### config.mk
export PLATFORM = sky130hd
export DESIGN_NAME = mcu_supervisor
export DESIGN_NICKNAME = d
export VERILOG_FILES = /design/src/rtl/sup_pkg.sv /design/src/rtl/sup_sync.sv /design/src/rtl/sup_datapath.sv /design/src/rtl/sup_ctrl.sv /design/src/rtl/mcu_supervisor.sv
export SDC_FILE = /design/constraint.sdc
export NUM_CORES = 1
export LEC_CHECK = 0
export BUFFER_PORTS_ARGS = -buffer_cell sky130_fd_sc_hd__buf_2
export CORE_MARGIN = 4
export CORE_UTILIZATION = 55
export CTS_CLUSTER_DIAMETER = 50
export DETAILED_ROUTE_END_ITERATION = 8
export PLACE_DENSITY = 0.72
export REMOVE_ABC_BUFFERS = 1
export SLEW_MARGIN = 0
export SYNTH_ARGS = -nofsm -noshare
export SYNTH_HDL_FRONTEND = slang
export SYNTH_SLANG_ARGS = --single-unit
export TNS_END_PERCENT = 1
### constraint.sdc
create_clock -name clk -period 5.47 [get_ports clk]
set_input_delay 1.094 -clock clk [delete_from_list [all_inputs] [get_ports clk]]
set_output_delay 1.094 -clock clk [all_outputs]
set_load 0.01 [all_outputs]
### src/rtl/sup_pkg.sv
package sup_pkg;

  // control -> datapath strobes
  typedef struct packed {
    logic clrPre;
    logic clrPulse;
    logic runPulse;
    logic clrQual;
    logic clrWdog;
    logic runWdog;
  } supStrobe_t;

  // datapath -> control status
  typedef struct packed {
    logic pulseDone;
    logic qualDone;
    logic wdDone;
    logic kickSeen;
  } supStatus_t;

  typedef enum logic {
    ST_RESET = 1'b0,
    ST_RUN   = 1'b1
  } supState_t;

endpackage

### src/rtl/sup_sync.sv
module sup_sync #(
  parameter int STAGES = 2,
  parameter int WIDTH = 1,
  parameter logic [WIDTH-1:0] RESET_VAL = '0
) (
  input  logic             clk,
  input  logic             rstN,
  input  logic [WIDTH-1:0] dIn,
  output logic [WIDTH-1:0] qOut
);

  logic [STAGES-1:0][WIDTH-1:0] chain;

  always_ff @(posedge clk or negedge rstN) begin
    if (!rstN) chain <= {STAGES{RESET_VAL}};
    else       chain <= {chain[STAGES-2:0], dIn};
  end

  assign qOut = chain[STAGES-1];

endmodule

### src/rtl/sup_datapath.sv
module sup_datapath
  import sup_pkg::*;
#(
  parameter int CLKS_PER_MS = 50000,
  parameter int RESET_MS = 200,
  parameter int MANUAL_MS = 140,
  parameter int WDOG_MS = 1600
) (
  input  logic       clk,
  input  logic       rstN,
  input  supStrobe_t strobe,
  input  logic       qualLow,
  input  logic       kickS,
  output supStatus_t status
);

  localparam int PRE_W = (CLKS_PER_MS > 1) ? $clog2(CLKS_PER_MS) : 1;
  localparam int QUAL_LIMIT = MANUAL_MS + 1;
  localparam int PULSE_W = $clog2(RESET_MS + 1);
  localparam int QUAL_W = $clog2(QUAL_LIMIT + 1);
  localparam int WD_W = $clog2(WDOG_MS + 1);

  logic [PRE_W-1:0]   preCnt;
  logic [PULSE_W-1:0] pulseCnt;
  logic [QUAL_W-1:0]  qualCnt;
  logic [WD_W-1:0]    wdCnt;
  logic               kickPrev;
  logic               msTick;
  logic               kickEdge;

  assign msTick = (preCnt == PRE_W'(CLKS_PER_MS - 1));
  assign kickEdge = kickS && !kickPrev;

  // millisecond prescaler
  always_ff @(posedge clk or negedge rstN) begin
    if (!rstN)             preCnt <= '0;
    else if (strobe.clrPre || msTick) preCnt <= '0;
    else                   preCnt <= preCnt + 1'b1;
  end

  // reset pulse length counter
  always_ff @(posedge clk or negedge rstN) begin
    if (!rstN)               pulseCnt <= '0;
    else if (strobe.clrPulse) pulseCnt <= '0;
    else if (strobe.runPulse && msTick && pulseCnt != PULSE_W'(RESET_MS))
      pulseCnt <= pulseCnt + 1'b1;
  end

  // low-level qualification counter, shared by manual request and expiry flag
  always_ff @(posedge clk or negedge rstN) begin
    if (!rstN)                          qualCnt <= '0;
    else if (strobe.clrQual || !qualLow) qualCnt <= '0;
    else if (msTick && qualCnt != QUAL_W'(QUAL_LIMIT))
      qualCnt <= qualCnt + 1'b1;
  end

  // kick edge detector
  always_ff @(posedge clk or negedge rstN) begin
    if (!rstN) kickPrev <= 1'b0;
    else       kickPrev <= kickS;
  end

  // watchdog timer
  always_ff @(posedge clk or negedge rstN) begin
    if (!rstN)                       wdCnt <= '0;
    else if (strobe.clrWdog || kickEdge) wdCnt <= '0;
    else if (strobe.runWdog && msTick && wdCnt != WD_W'(WDOG_MS))
      wdCnt <= wdCnt + 1'b1;
  end

  assign status.pulseDone = (pulseCnt == PULSE_W'(RESET_MS));
  assign status.qualDone  = (qualCnt == QUAL_W'(QUAL_LIMIT));
  assign status.wdDone    = (wdCnt == WD_W'(WDOG_MS));
  assign status.kickSeen  = kickEdge;

endmodule

### src/rtl/sup_ctrl.sv
module sup_ctrl
  import sup_pkg::*;
(
  input  logic       clk,
  input  logic       rstN,
  input  logic       pwrGoodS,
  input  supStatus_t status,
  output supStrobe_t strobe,
  output logic       rstOut,
  output logic       wdExpN
);

  supState_t state;

  always_ff @(posedge clk or negedge rstN) begin
    if (!rstN) begin
      state  <= ST_RESET;
      rstOut <= 1'b1;
      wdExpN <= 1'b1;
    end else if (!pwrGoodS) begin
      state  <= ST_RESET;
      rstOut <= 1'b1;
      wdExpN <= 1'b1;
    end else begin
      unique case (state)
        ST_RESET: begin
          wdExpN <= 1'b1;
          if (status.pulseDone) begin
            state  <= ST_RUN;
            rstOut <= 1'b0;
          end
        end
        ST_RUN: begin
          if (status.qualDone) begin
            state  <= ST_RESET;
            rstOut <= 1'b1;
          end else if (status.wdDone && !status.kickSeen) begin
            wdExpN <= 1'b0;
          end
        end
        default: begin
          state  <= ST_RESET;
          rstOut <= 1'b1;
        end
      endcase
    end
  end

  always_comb begin
    strobe.clrPre   = !pwrGoodS;
    strobe.clrPulse = !pwrGoodS || (state == ST_RUN);
    strobe.runPulse = (state == ST_RESET);
    strobe.clrQual  = !pwrGoodS || (state == ST_RESET);
    strobe.clrWdog  = !pwrGoodS || (state == ST_RESET);
    strobe.runWdog  = (state == ST_RUN) && wdExpN;
  end

endmodule

### src/rtl/mcu_supervisor.sv
module mcu_supervisor
  import sup_pkg::*;
#(
  parameter int CLKS_PER_MS = 50000,
  parameter int RESET_MS = 200,
  parameter int MANUAL_MS = 140,
  parameter int WDOG_MS = 1600,
  parameter int SYNC_STAGES = 2,
  parameter bit WDOG_LOOPED = 1'b1
) (
  input  logic clk,
  input  logic pwrGood,
  input  logic manRstN,
  input  logic wdKick,
  input  logic pfCmpHigh,
  output logic rstOut,
  output logic wdExpN,
  output logic pwrFailN
);

  logic       pwrGoodS;
  logic [2:0] rawIn;
  logic [2:0] syncIn;
  logic       manRstS;
  logic       kickS;
  logic       qualLow;
  supStrobe_t strobe;
  supStatus_t status;

  sup_sync #(.STAGES(SYNC_STAGES), .WIDTH(1), .RESET_VAL(1'b0)) u_pgSync (
    .clk(clk), .rstN(pwrGood), .dIn(1'b1), .qOut(pwrGoodS)
  );

  assign rawIn = {pfCmpHigh, wdKick, manRstN};

  sup_sync #(.STAGES(SYNC_STAGES), .WIDTH(3), .RESET_VAL(3'b001)) u_inSync (
    .clk(clk), .rstN(pwrGood), .dIn(rawIn), .qOut(syncIn)
  );

  assign manRstS  = syncIn[0];
  assign kickS    = syncIn[1];
  assign pwrFailN = syncIn[2];

  generate
    if (WDOG_LOOPED) begin : g_loop
      assign qualLow = !manRstS || !wdExpN;
    end else begin : g_noLoop
      assign qualLow = !manRstS;
    end
  endgenerate

  sup_datapath #(
    .CLKS_PER_MS(CLKS_PER_MS), .RESET_MS(RESET_MS),
    .MANUAL_MS(MANUAL_MS), .WDOG_MS(WDOG_MS)
  ) u_dp (
    .clk(clk), .rstN(pwrGood), .strobe(strobe),
    .qualLow(qualLow), .kickS(kickS), .status(status)
  );

  sup_ctrl u_ctrl (
    .clk(clk), .rstN(pwrGood), .pwrGoodS(pwrGoodS), .status(status),
    .strobe(strobe), .rstOut(rstOut), .wdExpN(wdExpN)
  );

endmodule

---- Word level (Yosys, flattened, before mapping) ----
Index checks and enable logic that the tools add are counted.
operators by class
  bitwise operators ....................... 1
  equal/unequal tests ..................... 11
  shifts and indexed selects .............. 0
  multiplexer cells ....................... 19
  multiply operators ...................... 0
  add/sub/neg operators ................... 4
  reductions and logical operators ........ 25
  divide/modulo/power cells ............... 0
  magnitude comparators ................... 0
operators by type and width
  operator                                       number
  2-to-1 mux 8 bit                               4
  2-to-1 mux 11 bit                              2
  adder 16 x 1 -> 16 bit, second input constant  1
  adder 8 x 1 -> 8 bit, second input constant    2
  equality test 16 bit, second input constant    1
  equality test 8 bit, second input constant     2
  2-to-1 mux 16 bit                              1
  inequality test 8 bit, second input constant   2
  inequality test 3 bit, second input constant   4
  adder 11 x 1 -> 11 bit, second input constant  1
  equality test 11 bit, second input constant    1
  inequality test 11 bit, second input constant  1
  2-to-1 mux 1 bit                               9
  logical AND 1 bit                              8
  zero test 1 bit                                6
  logical OR 1 bit                               6
  case mux 1 bit (2 select lines)                3
  nonzero test 2 bit                             3
  AND reduction 2 bit                            2
  NOT 1 bit                                      1
word-level totals
  input port bits ......................... 5
  latch bits .............................. 0
  logic and storage cells ................. 72
  output and inout bits ................... 3
  flip-flop bits (word level) ............. 55
  bits in writable memories ............... 0
  bits in read-only memories .............. 0
  memories ................................ 0

---- Logic depth before layout (Yosys ltp) ----
Gate-level depths: netlist of the first run.
  depth after elaboration ................. 8
  mapped depth ............................ 8
  depth with buffers taken out ............ 6

---- Hierarchy ----
From an unflattened synthesis of the first run, not the netlist that was laid out.
second synthesis, totals
  cell total of the unflattened synthesis .. 283
  area total of the unflattened synthesis .. 2778.9 sq um
modules (own cells, without submodules)
  module               instances  cells an instance  seq. area each (sq um)  area an instance (sq um)
  sup_datapath         1          254                1101.1                  2396.0
  sup_sync (u_inSync)  1          9                  152.6                   175.2
  sup_ctrl             1          16                 77.6                    150.1
  sup_sync (u_pgSync)  1          2                  50.0                    50.0
  mcu_supervisor       1          2                  0.0                     7.5

---- Worst setup path after synthesis of the first run ----
No wires, ideal clock.
  path kind ............................... flip-flop to flip-flop
  start point ............................. reg u_dp.wdCnt[8]
  end point ............................... reg u_dp.wdCnt[0]
  period minus slack after synthesis ...... 1791 ps
  arrival time ............................ 1666 ps
  data required time ...................... 5345 ps
  path buffers ............................ 2
  stages on the path, launching flop included .. 7
  library setup time ...................... 125 ps
  path slack .............................. 3679 ps
  cell sequence ........................... dfrtp_1 -> or4b_1 -> o311ai_1 -> buf_2 -> buf_6 -> nor4_1 -> o21bai_1
between the ends
  cells in the longest elaborated chain, start to end .. 3
ends and longest elaborated chain
  item                          line                source
  start: declaration            sup_datapath.sv:26  logic [WD_W-1:0] wdCnt;
  start signal: assignment      sup_datapath.sv:68  wdCnt <= wdCnt + 1'b1;
  inequality test 11 bit        sup_datapath.sv:67  else if (strobe.runWdog && msTick && wdCnt != WD_W'(WDOG_MS))
  logical AND 1 bit             sup_datapath.sv:67
  nonzero test 2 bit (no line)  n/a
No other way between the ends.
A chain may end at the register's enable or synchronous reset.

---- Worst setup path after layout of the first run ----
  start point ............................. reg u_dp.preCnt[0]
  end point ............................... reg u_dp.qualCnt[4]
between the ends
  cells in the longest elaborated chain, start to end .. 3
ends and longest elaborated chain
  item                          line                source
  start: declaration            sup_datapath.sv:23  logic [PRE_W-1:0] preCnt;
  start signal: assignment      sup_datapath.sv:38  else preCnt <= preCnt + 1'b1;
  equality test 16 bit          sup_datapath.sv:31  assign msTick = (preCnt == PRE_W'(CLKS_PER_MS - 1));
  logical AND 1 bit             sup_datapath.sv:53  else if (msTick && qualCnt != QUAL_W'(QUAL_LIMIT))
  nonzero test 2 bit (no line)  n/a
  end signal: assignment        sup_datapath.sv:54  qualCnt <= qualCnt + 1'b1;
  end: declaration              sup_datapath.sv:25  logic [QUAL_W-1:0] qualCnt;
No other way between the ends.

==> results of run 1 <==
synth_stat cells, drive strengths merged:
cell type,instances
and4bb,2
o31ai,11
or3,8
or4,13
and3,10
inv,10
o21ai,11
or4b,1
mux2i,3
nor2b,2
o32a,1
xnor2,6
nand2b,5
nor4,3
nand4b,1
or2,2
nor3,3
buf,9
and2,2
conb,1
dfstp,4
dfrtp,51
clkbuf,3
nand2,11
a21oi,23
o311ai,5
nand4,11
o21bai,1
a21o,1
xor2,7
nor2,16
nor4b,2
o41ai,4
and4,6
ha,7
nand3,19
per-layer routing:
metal  GRT usage [%]  vias up  part of all wire, %
met2            29.6       23                   47
met4            5.15        0                 0.96
met5               0        -                    0
li1                -     1035                    -
met3            3.29        6                  2.8
met1            25.3     1035                   49
registers in the layout, summed over array words and instances (netlist names):
signal,cells
u_dp.qualCnt,8
u_pgSync.chain,1
u_dp.pulseCnt,8
u_ctrl.wdExpN,1
u_inSync.qOut,3
u_pgSync.qOut,1
u_dp.kickPrev,1
u_dp.wdCnt,11
u_inSync.chain,3
u_dp.preCnt,16
u_ctrl.rstOut,1
u_ctrl.state,1
final cells by class:
| type | count | area share, % |
|---|---|---|
| flip-flops and latches | 55 | 46.7 |
| multi-input cells | 198 | 44.6 |
| clock buffers | 7 | 2.92 |
| well taps | 67 | 2.83 |
| repair buffers | 8 | 1.44 |
| inverters | 10 | 1.27 |
| clock inverters | 1 | 0.296 |
cell families after synthesis:
family | Yosys count | share of synthesized area (%)
xor gates and xnor gates | 13 | 4.07
buffers and inverters | 22 | 3.98
adders and majority gates | 7 | 3.13
and+or+nand+nor | 117 | 25.5
other | 1 | 0.134
AOI/OAI and AO/OA | 57 | 12.7
muxes | 3 | 1.07
DFF | 55 | 49.4
how the worst max path moves through the flow:
stage | from | endpoint | slack, ns | depth (start not counted)
floorplan | u_dp.wdCnt[8]$_DFFE_PN0P_ | u_dp.wdCnt[1]$_DFFE_PN0P_ | 3.03 | 4
global placement | u_dp.preCnt[0]$_DFF_PN0_ | u_dp.preCnt[8]$_DFF_PN0_ | 2.80 | 5
detailed placement | u_dp.preCnt[0]$_DFF_PN0_ | u_dp.preCnt[12]$_DFF_PN0_ | 2.71 | 5
CTS | u_dp.preCnt[0]$_DFF_PN0_ | u_dp.preCnt[12]$_DFF_PN0_ | 2.71 | 5
global route | u_dp.preCnt[0]$_DFF_PN0_ | u_dp.preCnt[6]$_DFF_PN0_ | 2.43 | 5
finish | u_dp.preCnt[0]$_DFF_PN0_ | u_dp.qualCnt[4]$_DFFE_PN0P_ | 2.68 | 5
where the power goes:
part           total, mW  leakage, nW  switching, mW  internal, mW
clock              0.231       0.0484          0.127         0.104
combinational     0.0169        0.373         0.0128       0.00414
sequential         0.416        0.736        0.00376         0.412
per-stage QoR:
stage	cell area, sq um	cells	setup slack (ns)
2_1_floorplan	2720	263	3.03
3_3_place_gp	2860	338	2.80
3_5_place_dp	2860	338	2.71
4_1_cts	2960	346	2.71
5_1_grt	2960	346	2.43
6_report	2960	346	2.68
==> impl_results.md, run 1 <==
* Outcome: finished clean
* Nets at 290
* Top cell type's share of synthesized area at a little under half
* Seq cells post-synth at 55
* Crit path buf inv count at 0
* IO Pins at 8
* Commonest cells after routing, fill and taps aside: dfrtp_1 (51), a21oi_1 (23), nand3_1 (19)
* Detail Route Antenna Nets at 0
* Lkg Pwr at roughly 1.2 nW
* Area Overhead vs Synth at 5.77%
* Post-CTS Setup Bufs at 0
* Routed WL at 5080 microns
* Max cap viols at 0
* Critical path endpoint category: flip-flop
* Worst slew pin tran at 1.14 ns
* VDD IR max at around 0.18 mV
* Slew margin rel. at 23.5%
* Clock transition at the registers of the reported paths at around 0.1 ns
* Yosys top cell by area: dfrtp_1
* CTS Hold Bufs at 0
* # rows at 25
* Reg2reg path depth at 5
* FF-to-FF End: u_dp.qualCnt[4]$_DFFE_PN0P_
* Fraction of layout cells with a size suffix above 1 at a little under 10%
* Highest Clock Rate at roughly 0.36 GHz
* Filler cells at roughly 420
* Router iterations before antenna repair at 4
* Commonest non-fill, non-tap cell in the layout: dfrtp_1
* Via density at a little over 6
* Initial antenna violation count at 0
* Clock skew at ~0.013 ns
* Startpoint types: flip-flop
* Syn avg cell area at a little over 10 sq um
* Required @ worst endpoint at 5.69 ns
* Post-CTS resize count at 0
* Critical Path Fanout Max at 51
* Synth Cell Area at 2800 sq um
* Synth top area cells: dfrtp_1 (46%), a21oi_1 (4.1%), dfstp_2 (3.8%), or4_1 (3.5%), nand3_1 (3.4%)
* Final Cycle Share at 51.0%
* Clock buffer depth at 2
* Top Family by Delay on Critical Path: simple AND/OR/NAND/NOR gates
* H-tree Lvls at 2
* Hold path depth at 0
* Overflow after GRT at 0
* Min-Delay Endpoint: u_inSync.qOut[2]$_DFF_PN0_
* Worst endpoint data arrival time at approximately 3 ns
* Seq. cell area at around 1400 sq um
* Largest net degree at the start of global routing at 56
* Per-cell routed wire length at around 15 microns
* Max stage delay on crit path at around 0.84 ns
* Final hold violation count at 0
* WHS at between 0.3 and 0.4 ns
* Initial core utilization at between 50% and 60%
* R2R setup slack at ~2.7 ns
* Vias in the first global route at between 2000 and 2500
* Hold Crit Class: reg -> reg
* Total power draw at 663 uW
* CTS sink cnt at 55
* Final core occ at just over 60%
* Core Area at between 4000 and 5000 sq um
* Global-route wire length before repair at 9430 microns
* RR Startpoint: u_dp.preCnt[0]$_DFF_PN0_
* Diodes inserted at 0
* Pwr/cell area at approximately 220 nW/um^2
* Max Slew Vio Count at 0
* Total track usage at a little under a fifth
* Number of CTS-inserted buffers at 5
* Synth warn at 0
* Die Width at 79.3 microns
* RePlAce Congestion at ~0.85
* # setup viols final at 0
* Sequential element share of the synthesized area at roughly half
* Footprint of the multi-input gates at between 1000 and 1500 sq um
* Setup_tns at 0 ns
* Gate Count Post-Synth at between 200 and 300
* Die height at 79.3 microns
* Critical-path top delay cell: nand4_2
* CTS tree: built
* Clk_lat worst skew at approximately 0.30 ns
* Die area at 6290 sq um
* RSZ-0062 raised after global routing: no
* Clock root cell: clkbuf_8
* Final min period at approximately 2.8 ns
* Crit path kind: reg -> reg
* Crit path cell chain: ha_1 -> and3_1 -> nand4_2 -> or4_1 -> a21oi_1
* Min-delay src: u_inSync.chain[2]$_DFF_PN0_
* Initial DRC count at 86
* DRC viols at 0
* DP Wirelength at 3350 microns
* Distinct cells, synth at 41
* Total number of vias at ~2100
* IO Port Bufs at 7
(Power assumes the default switching activity.)
==> inputs of run 2 (changes only) <==
PLACE_DENSITY = 0.75   (was 0.72)
clock period = 2.35 ns   (was 5.47 ns; I/O delays follow)
==> impl_results.md, run 2 (synthesis gave the netlist of run 1 again) <==
* Setup_tns at 0 ns (unchanged)
* Reg2reg path depth at 6 (+1)
* Slew margin rel. at 56.4% (+33 points)
* Routed WL at 5210 microns (+2.5%)
* # setup viols final at 0 (unchanged)
* Crit path buf inv count at 1 (+1)
* Clock root cell: clkbuf_8
* Commonest cells after routing, fill and taps aside: dfrtp_1 (51), a21oi_1 (23), nand3_1 (19)
* Overflow after GRT at 0 (unchanged)
* Post-CTS resize count at 0 (unchanged)
* Via density at 5.95 (-1.9%)
* FF-to-FF End: u_dp.wdCnt[4]$_DFFE_PN0P_
* Fraction of layout cells with a size suffix above 1 at 11.3% (+1.6 points)
* Critical-path top delay cell: or4_1
* Per-cell routed wire length at 14.8 microns (+1.0%)
* DP Wirelength at 3620 microns (+8.0%)
* CTS tree: built
* Top Family by Delay on Critical Path: simple AND/OR/NAND/NOR gates
* Crit path cell chain: ha_1 -> and3_1 -> nand4_2 -> buf_12 -> or4_1 -> a21oi_1
* Final min period at 2.03 ns (-0.761 ns)
* Post-CTS Setup Bufs at 0 (unchanged)
* Number of CTS-inserted buffers at 5 (unchanged)
* Max cap viols at 0 (unchanged)
* Critical Path Fanout Max at 37 (-27%)
* RSZ-0062 raised after global routing: no
* Diodes inserted at 0 (unchanged)
* Detail Route Antenna Nets at 0 (unchanged)
* Lkg Pwr at 1.19 nW (+2.8%)
* Worst slew pin tran at 0.654 ns (-0.491 ns)
* Die area at 6290 sq um (unchanged)
* Largest net degree at the start of global routing at 38 (-32%)
* H-tree Lvls at 2 (unchanged)
* R2R setup slack at 0.32 ns (-2.36 ns)
* Router iterations before antenna repair at 4 (unchanged)
* Final Cycle Share at 86.3% (+35 points)
* Dpl ws at 0.394 ns (-2.31 ns)
* Die height at 79.3 microns (unchanged)
* Total track usage at 18.9% (+0.62 points)
* Footprint of the multi-input gates at 1320 sq um (unchanged)
* Top Registers: u_dp.preCnt x16, u_dp.wdCnt x11
* Seq. cell area at 1380 sq um (unchanged)
* Final non-filler cell total at 351 (+1.4%)
* Die Width at 79.3 microns (unchanged)
* Total number of vias at 2089 (-0.48%)
* CTS sink cnt at 55 (unchanged)
* Max stage delay on crit path at 0.52 ns (-0.32 ns)
* # rows at 25 (unchanged)
* IO Pins at 8 (unchanged)
* Max FFs per register at 16 (unchanged)
* VDD IR max at 0.418 mV (+130%)
* Area Overhead vs Synth at 7.74%
* Clock transition at the registers of the reported paths at 0.09 ns (about the same)
* Outcome: finished clean
* Clk_lat worst skew at 0.30 ns (about the same)
* Placed Instances at 343 (+1.5%)
* Clock buffer depth at 2 (unchanged)
* RR Startpoint: u_dp.preCnt[0]$_DFF_PN0_
* Vias in the first global route at 2035 (-0.59%)
* Final hold violation count at 0 (unchanged)
* Nets at 295 (+1.7%)
* CTS Hold Bufs at 0 (unchanged)
* Critical path endpoint category: flip-flop
* Initial antenna violation count at 0 (unchanged)
* Initial core utilization at 58.1% (unchanged)
* Startpoint types: flip-flop
* Final core occ at 62.6% (+1.1 points)
* Hold Crit Class: in -> async
* Commonest non-fill, non-tap cell in the layout: dfrtp_1
* Initial DRC count at 90 (+4.7%)
* Max Slew Vio Count at 0 (unchanged)
* Required @ worst endpoint at 2.58 ns (-3.11 ns)
* Crit path kind: reg -> reg
* Final worst slack at 0.322 ns (-2.36 ns)
* Global-route wire length before repair at 9540 microns (+1.2%)
* Pwr/cell area at 519 nW/um^2 (+130%)
* Core Area at 4820 sq um (unchanged)
* Highest Clock Rate at 0.493 GHz (+38%)
* Biggest register: u_dp.preCnt
* Worst endpoint data arrival time at 2.26 ns (-0.75 ns)
* Clock skew at 0.00609 ns (-0.00648 ns)
* RePlAce Congestion at 0.796 (-6.3%)
* IO Port Bufs at 7 (unchanged)
* DRC viols at 0 (unchanged)
* Total power draw at 1.57 mW (+140%)
* Filler cells at 415 (-1.4%)
[run 2: cell types whose count changed in the layout (fill, tap and decap cells not counted)]
cell,change
buf_4,+4
buf_12,+1
clkbuf_8,+1
clkinv_4,-1
[run 2: how the worst max path moves through the flow]
stage	from	endpoint	slack, ns	cells past startpoint
after floorplan	u_dp.wdCnt[8]$_DFFE_PN0P_	u_dp.wdCnt[1]$_DFFE_PN0P_	-0.09	4
after global placement	u_dp.preCnt[0]$_DFF_PN0_	u_dp.wdCnt[10]$_DFFE_PN0P_	0.48	6
after detailed placement	u_dp.preCnt[0]$_DFF_PN0_	u_dp.wdCnt[5]$_DFFE_PN0P_	0.39	6
after CTS	u_dp.preCnt[0]$_DFF_PN0_	u_dp.wdCnt[5]$_DFFE_PN0P_	0.35	6
after global routing	u_dp.preCnt[0]$_DFF_PN0_	u_dp.wdCnt[4]$_DFFE_PN0P_	0.20	6
final	u_dp.preCnt[0]$_DFF_PN0_	u_dp.wdCnt[4]$_DFFE_PN0P_	0.32	6
[run 2: area by class of cell]
type                            instances  share of cell area [%]
Timing Repair Buffer                   13                    3.07
Sequential cell                        55                    45.8
Tap cell                               67                    2.78
Inverter                               10                    1.25
Multi-Input combinational cell        198                    43.8
Clock buffer                            8                    3.32
[run 2: report_power, final]
group          switching, mW  internal [mW]  leakage [nW]
Combinational         0.0296         0.0108         0.402
Clock                  0.288          0.269        0.0515
Sequential           0.00852          0.959         0.736
Total                  0.326           1.24          1.19
[run 2: stage by stage]
step / instance area (sq um) / hold WS (ns)
3_5_place_dp: 2910 / 0.339
5_1_grt: 3010 / 0.219
4_1_cts: 3010 / 0.195
2_1_floorplan: 2720 / 0.174
6_report: 3010 / 0.180
3_3_place_gp: 2910 / 0.332
[run 2: per-layer routing]
layer / GRT usage (%) / wire (microns) / vias up
met1: 25.6 / 2530 / 1020
li1: - / - / 1037
met4: 6.36 / 76 / 0
met3: 3.85 / 135 / 7
met5: 0 / 0 / -
met2: 30.5 / 2470 / 25
